--- config.mk ---
export PLATFORM = sky130hd
export DESIGN_NAME = uart_frame_rx
export DESIGN_NICKNAME = d
export VERILOG_FILES = /design/src/rtl/uart_frame_rx.sv
export SDC_FILE = /design/constraint.sdc
export NUM_CORES = 1
export LEC_CHECK = 0
export BUFFER_PORTS_ARGS = -buffer_cell sky130_fd_sc_hd__buf_2
export CAP_MARGIN = 20
export CORE_AREA = 2 2 91 93
export DETAILED_ROUTE_END_ITERATION = 16
export DIE_AREA = 0 0 93 95
export PLACE_DENSITY = 0.7
export SYNTH_ARGS = -nofsm -noshare
export SYNTH_HDL_FRONTEND = slang
export SYNTH_SLANG_ARGS = --single-unit
--- constraint.sdc ---
create_clock -name clk -period 3 [get_ports clk]
set_input_delay 0.3 -clock clk [delete_from_list [all_inputs] [get_ports clk]]
set_output_delay 0.3 -clock clk [all_outputs]
set_load 0.01 [all_outputs]
--- src/rtl/uart_frame_rx.sv ---
module uart_frame_rx #(
  parameter int CPB_W = 16
) (
  input  logic             clk,
  input  logic             rst,
  input  logic             rx_line,
  input  logic [CPB_W-1:0] clks_per_bit,
  input  logic [3:0]       data_len,
  input  logic             par_en,
  input  logic [1:0]       par_kind,
  input  logic             par_chk,
  input  logic             msb_first,
  output logic [8:0]       word_out,
  output logic             word_valid,
  output logic             err_start,
  output logic             err_parity,
  output logic             err_stop
);

  typedef enum logic [2:0] {S_IDLE, S_START, S_DATA, S_PAR, S_STOP} st_t;

  st_t              st;
  logic             s1, s2, prev;
  logic [CPB_W-1:0] pc, tgt;
  logic [3:0]       nb;
  logic [8:0]       acc;
  logic             par_bad;

  wire [3:0]       nlen  = (data_len < 4'd5) ? 4'd5 : (data_len > 4'd9) ? 4'd9 : data_len;
  wire [CPB_W-1:0] half  = clks_per_bit >> 1;
  wire [CPB_W-1:0] pc_nx = pc + 1'b1;
  wire             hit   = (st != S_IDLE) && (pc_nx == tgt);
  wire             fall  = prev & ~s2;
  wire [3:0]       nb_nx = nb + 4'd1;
  wire [8:0]       ins   = {8'd0, s2} << (nlen - 4'd1);
  wire [8:0]       acc_lsb = (acc >> 1) | ins;
  wire [8:0]       acc_msb = {acc[7:0], s2};
  wire             ones_odd = ^{acc, s2};

  assign word_out = acc;

  always_comb begin
    case (par_kind)
      2'd0:    par_bad = ~ones_odd;
      2'd1:    par_bad = ones_odd;
      2'd2:    par_bad = s2;
      default: par_bad = ~s2;
    endcase
  end

  always_ff @(posedge clk) begin
    s1   <= rx_line;
    s2   <= s1;
    prev <= s2;
  end

  always_ff @(posedge clk) begin
    if (rst) begin
      st         <= S_IDLE;
      pc         <= '0;
      tgt        <= '0;
      nb         <= '0;
      acc        <= '0;
      word_valid <= 1'b0;
      err_start  <= 1'b0;
      err_parity <= 1'b0;
      err_stop   <= 1'b0;
    end else begin
      word_valid <= 1'b0;
      err_start  <= 1'b0;
      err_parity <= 1'b0;
      err_stop   <= 1'b0;
      if (st == S_IDLE) begin
        if (fall) begin
          st  <= S_START;
          pc  <= '0;
          tgt <= half;
        end
      end else begin
        pc <= pc_nx;
        if (hit) begin
          pc  <= '0;
          tgt <= clks_per_bit;
          case (st)
            S_START: begin
              err_start <= s2;
              acc       <= '0;
              nb        <= '0;
              st        <= S_DATA;
            end
            S_DATA: begin
              acc <= msb_first ? acc_msb : acc_lsb;
              nb  <= nb_nx;
              if (nb_nx == nlen) begin
                word_valid <= 1'b1;
                st         <= par_en ? S_PAR : S_STOP;
              end
            end
            S_PAR: begin
              err_parity <= par_chk & par_bad;
              st         <= S_STOP;
            end
            default: begin
              err_stop <= ~s2;
              st       <= S_IDLE;
            end
          endcase
        end
      end
    end
  end

endmodule


==> qor.json <==
{
  "crit_end_category": "flip-flop",
  "synth_edf_count": 0,
  "worstSetupPathType": "reg -> reg",
  "synth_fp_nets": 459,
  "clock_skew_ps": 13.55,
  "seq_area_um2": 1102,
  "tritoncts.num_buffers": 5,
  "place_congestion": 0.9152,
  "clk_pin_slew_worst_paths_ps": 100,
  "syn-instance-count": 428,
  "detail-route-antenna-nets": 0,
  "area_growth_syn_to_layout_pct": 12.50,
  "wl_per_cell_um": 15.53,
  "grt.overflow.total": 0,
  "ys_types": 67,
  "path_cells": "nand4_2, nor3_1, mux2_2, a2111oi_2, and4b_4, a21boi_2, a221o_1",
  "syn_area_um2": 3445,
  "crit_path_top_delay_cell": "sky130_fd_sc_hd__dfxtp_1",
  "fmax_mhz": 345.0,
  "root_cell_of_the_clock_tree": "sky130_fd_sc_hd__clkbuf_8",
  "h_tree_level_count": 2,
  "tightest_slew_ps": 857.9,
  "multiInputGateArea_um2": 2136,
  "postCtsSetupRepairBufs": 0,
  "share_of_layout_cells_above_drive_strength_1": 0.1806,
  "core-area_um2": 7928,
  "final-hold-violation-count": 0,
  "async_flop_share": 0,
  "dominantRegCellSynth": "sky130_fd_sc_hd__dfxtp_1",
  "final_nets": 495,
  "power.density_cell_area_nw_per_um2": 372.4,
  "pins_over_slew_limit": 0,
  "floorplan.die.height_um": 95,
  "clock_sinks": 55,
  "core.rowCount": 33,
  "tritoncts": "done",
  "start_util": 0.4345,
  "max_stage_delay_ps": 500,
  "wire_length_of_the_first_global_routing_pass_um": 14260,
  "layout_worst_path_cycle_share": 0.9661,
  "routed-via-count": 3257,
  "worstHoldPathType": "in -> reg",
  "critPathLaunchType": "flip-flop",
  "clk_latency_ps": 330,
  "synth.avg_cell_area_um2": 8.048,
  "first_global_vias": 2857,
  "finalWirelength_um": 8853,
  "total_instance_count_after_detailed_placement": 562,
  "grt_antenna_before_repair": 0,
  "viasPerCell": 5.714,
  "die_w_um": 93,
  "synthesis_warnings": 0,
  "critPathArrivalTime_ps": 3110,
  "synth_seq_area_share": 0.3197,
  "ios": 41,
  "critical_path_peak_fanout": 9,
  "die_area_um2": 8835,
  "grt.total_usage": 0.2027,
  "filler_cell_count": 786,
  "final_worst_path_period_need_ps": 2898,
  "slew-limit-headroom": 0.4260,
  "layoutNonFillerInstCount": 570,
  "status": "finished clean",
  "count_of_input_and_output_buffers": 40,
  "commonest_cells_after_routing_fill_and_taps_aside": "sky130_fd_sc_hd__dfxtp_1 (54), sky130_fd_sc_hd__nand2_1 (40), sky130_fd_sc_hd__buf_2 (40)",
  "static-leakage-power_nw": 1.444,
  "cp_data_required_time_ps": 3210,
  "holdBufCountCts": 0,
  "dp_hpwl_um": 6653,
  "antennaDiodeCount": 0,
  "maximum_number_of_pins_on_one_net_before_global_route_repair": 21,
  "layout_commonest_cell": "sky130_fd_sc_hd__dfxtp_1",
  "rsz0062_at_grt": "true",
  "timing.max_cap.violations": 0,
  "clk_path_buf_depth": 2,
  "vdd.ir_drop.worst_uv": 192.4,
  "final.hold.worst_slack_ps": 68.75,
  "drt_drc_violations_left": 0,
  "synth-seq-cells": 55,
  "setup_viol": 0,
  "drt_first_pass_iters": 5,
  "1st_iter_drt_viols": 246
}
-- worst paths after layout --
kind              slack (ps)          startpoint                    to  cells past startpoint
setup / recovery         100  pc[3]$_SDFFE_PP0P_  tgt[13]$_SDFFE_PP0P_                      7
hold / removal            70             rx_line            s1$_DFF_P_                      1
setup reg to reg         100  pc[3]$_SDFFE_PP0P_  tgt[13]$_SDFFE_PP0P_                      7
hold reg to reg          340          s1$_DFF_P_            s2$_DFF_P_                      0
-- where the power goes --
| part | total (mW) | switching, mW | internal (mW) |
|---|---|---|---|
| clock | 0.466 | 0.270 | 0.195 |
| combinational | 0.213 | 0.127 | 0.0864 |
| sequential | 0.764 | 0.0172 | 0.747 |
| total | 1.44 | 0.414 | 1.03 |
-- per-stage QoR --
| stage | total power, mW | setup WS [ps] | cell area [µm²] | setup TNS, ps | utilization |
|---|---|---|---|---|---|
| 2_1_floorplan | 0.9238 | 367.1 | 3445 | 0 | - |
| 3_3_place_gp | 0.9850 | 235.9 | 3766 | 0 | 0.4751 |
| 3_5_place_dp | 0.9902 | 110.8 | 3766 | 0 | 0.4751 |
| 4_1_cts | 1.448 | 93.17 | 3869 | 0 | 0.4880 |
| 5_1_grt | 1.504 | -41.64 | 3875 | -184.5 | 0.4888 |
| 6_report | 1.443 | 101.8 | 3875 | 0 | 0.4888 |
-- layout make-up --
| class | count | area share |
|---|---|---|
| multi-input combinational | 327 | 0.5512 |
| inverter | 16 | 0.01550 |
| timing repair buffer | 59 | 0.08847 |
| tap | 105 | 0.03390 |
| clock buffer | 6 | 0.02131 |
| clock inverter | 2 | 0.005166 |
| sequential | 55 | 0.2845 |
-- cell usage after synthesis (2+ instances only) --
| master | number | area share |
|---|---|---|
| sky130_fd_sc_hd__buf_1 | 2 | 0.0022 |
| sky130_fd_sc_hd__o311ai_0 | 4 | 0.010 |
| sky130_fd_sc_hd__dfxtp_1 | 55 | 0.32 |
| sky130_fd_sc_hd__and2_1 | 10 | 0.018 |
| sky130_fd_sc_hd__mux2i_1 | 3 | 0.0087 |
| sky130_fd_sc_hd__o21ai_0 | 20 | 0.029 |
| sky130_fd_sc_hd__nor4b_1 | 5 | 0.013 |
| sky130_fd_sc_hd__a211o_1 | 2 | 0.0051 |
| sky130_fd_sc_hd__and3_1 | 3 | 0.0054 |
| sky130_fd_sc_hd__inv_1 | 16 | 0.017 |
| sky130_fd_sc_hd__nor2b_1 | 4 | 0.0073 |
| sky130_fd_sc_hd__and4_1 | 2 | 0.0051 |
| sky130_fd_sc_hd__buf_2 | 10 | 0.015 |
| sky130_fd_sc_hd__nor2_1 | 39 | 0.042 |
| sky130_fd_sc_hd__nand4_1 | 8 | 0.015 |
| sky130_fd_sc_hd__ha_1 | 3 | 0.011 |
| sky130_fd_sc_hd__clkbuf_1 | 13 | 0.014 |
| sky130_fd_sc_hd__and4b_4 | 2 | 0.0080 |
| sky130_fd_sc_hd__nand2b_1 | 6 | 0.011 |
| sky130_fd_sc_hd__a211oi_1 | 2 | 0.0044 |
| sky130_fd_sc_hd__or3_1 | 4 | 0.0073 |
| sky130_fd_sc_hd__nand3b_1 | 2 | 0.0044 |
| sky130_fd_sc_hd__nand4b_1 | 2 | 0.0051 |
| sky130_fd_sc_hd__nand2_1 | 40 | 0.044 |
| sky130_fd_sc_hd__a41oi_1 | 3 | 0.0076 |
| sky130_fd_sc_hd__o31a_1 | 3 | 0.0076 |
| sky130_fd_sc_hd__or4_1 | 3 | 0.0065 |
| sky130_fd_sc_hd__xnor2_1 | 28 | 0.071 |
| sky130_fd_sc_hd__o21ai_1 | 2 | 0.0029 |
| sky130_fd_sc_hd__nor3_1 | 13 | 0.019 |
| sky130_fd_sc_hd__xor2_1 | 12 | 0.031 |
| sky130_fd_sc_hd__nand3_1 | 36 | 0.052 |
| sky130_fd_sc_hd__a21oi_1 | 10 | 0.015 |
| sky130_fd_sc_hd__buf_6 | 3 | 0.0098 |
| sky130_fd_sc_hd__a221o_1 | 6 | 0.017 |
| sky130_fd_sc_hd__nor4_1 | 7 | 0.013 |
| sky130_fd_sc_hd__o211ai_1 | 15 | 0.033 |
-- per-layer routing --
metal	track usage	vias to the layer above	routed length (µm)
li1	-	1612	-
met1	0.2785	1520	4154
met2	0.3225	107	4031
met3	0.02793	18	449
met4	0.08088	0	217
met5	0	-	0
-- state kept, by name, indices dropped and copies added, names as in the netlist, 3 cells and up --
name / cells
pc: 16
word_out: 9
nb: 4
tgt: 16
st: 3
-- kinds of logic (layout without fill, tap and decap cells) --
logic type / after synthesis / in the layout / share of synthesized area
adder cells (fa/ha/maj): 3 / 3 / 0.01090
AO/OA/AOI/OAI: 83 / 83 / 0.1798
AND/OR/NAND/NOR: 196 / 196 / 0.3077
XOR/XNOR: 40 / 40 / 0.1017
multiplexers: 5 / 5 / 0.01852
flip-flops: 55 / 55 / 0.3197
buffers and inverters: 46 / 83 / 0.06175
-- worst max-delay path: cells and delay by family (launching register included) --
family | cells | cell delay (ps)
simple gates | 3 | 860
mux | 1 | 400
flops | 1 | 500
compound gates | 3 | 1020
-- timing repair --
action / CTS / global route
gates resized for setup: 0 / 3
setup endpoints to repair: 0 / 15
endpoints found under the hold margin: 0 / 0
Power figures use the tool's default switching activity.
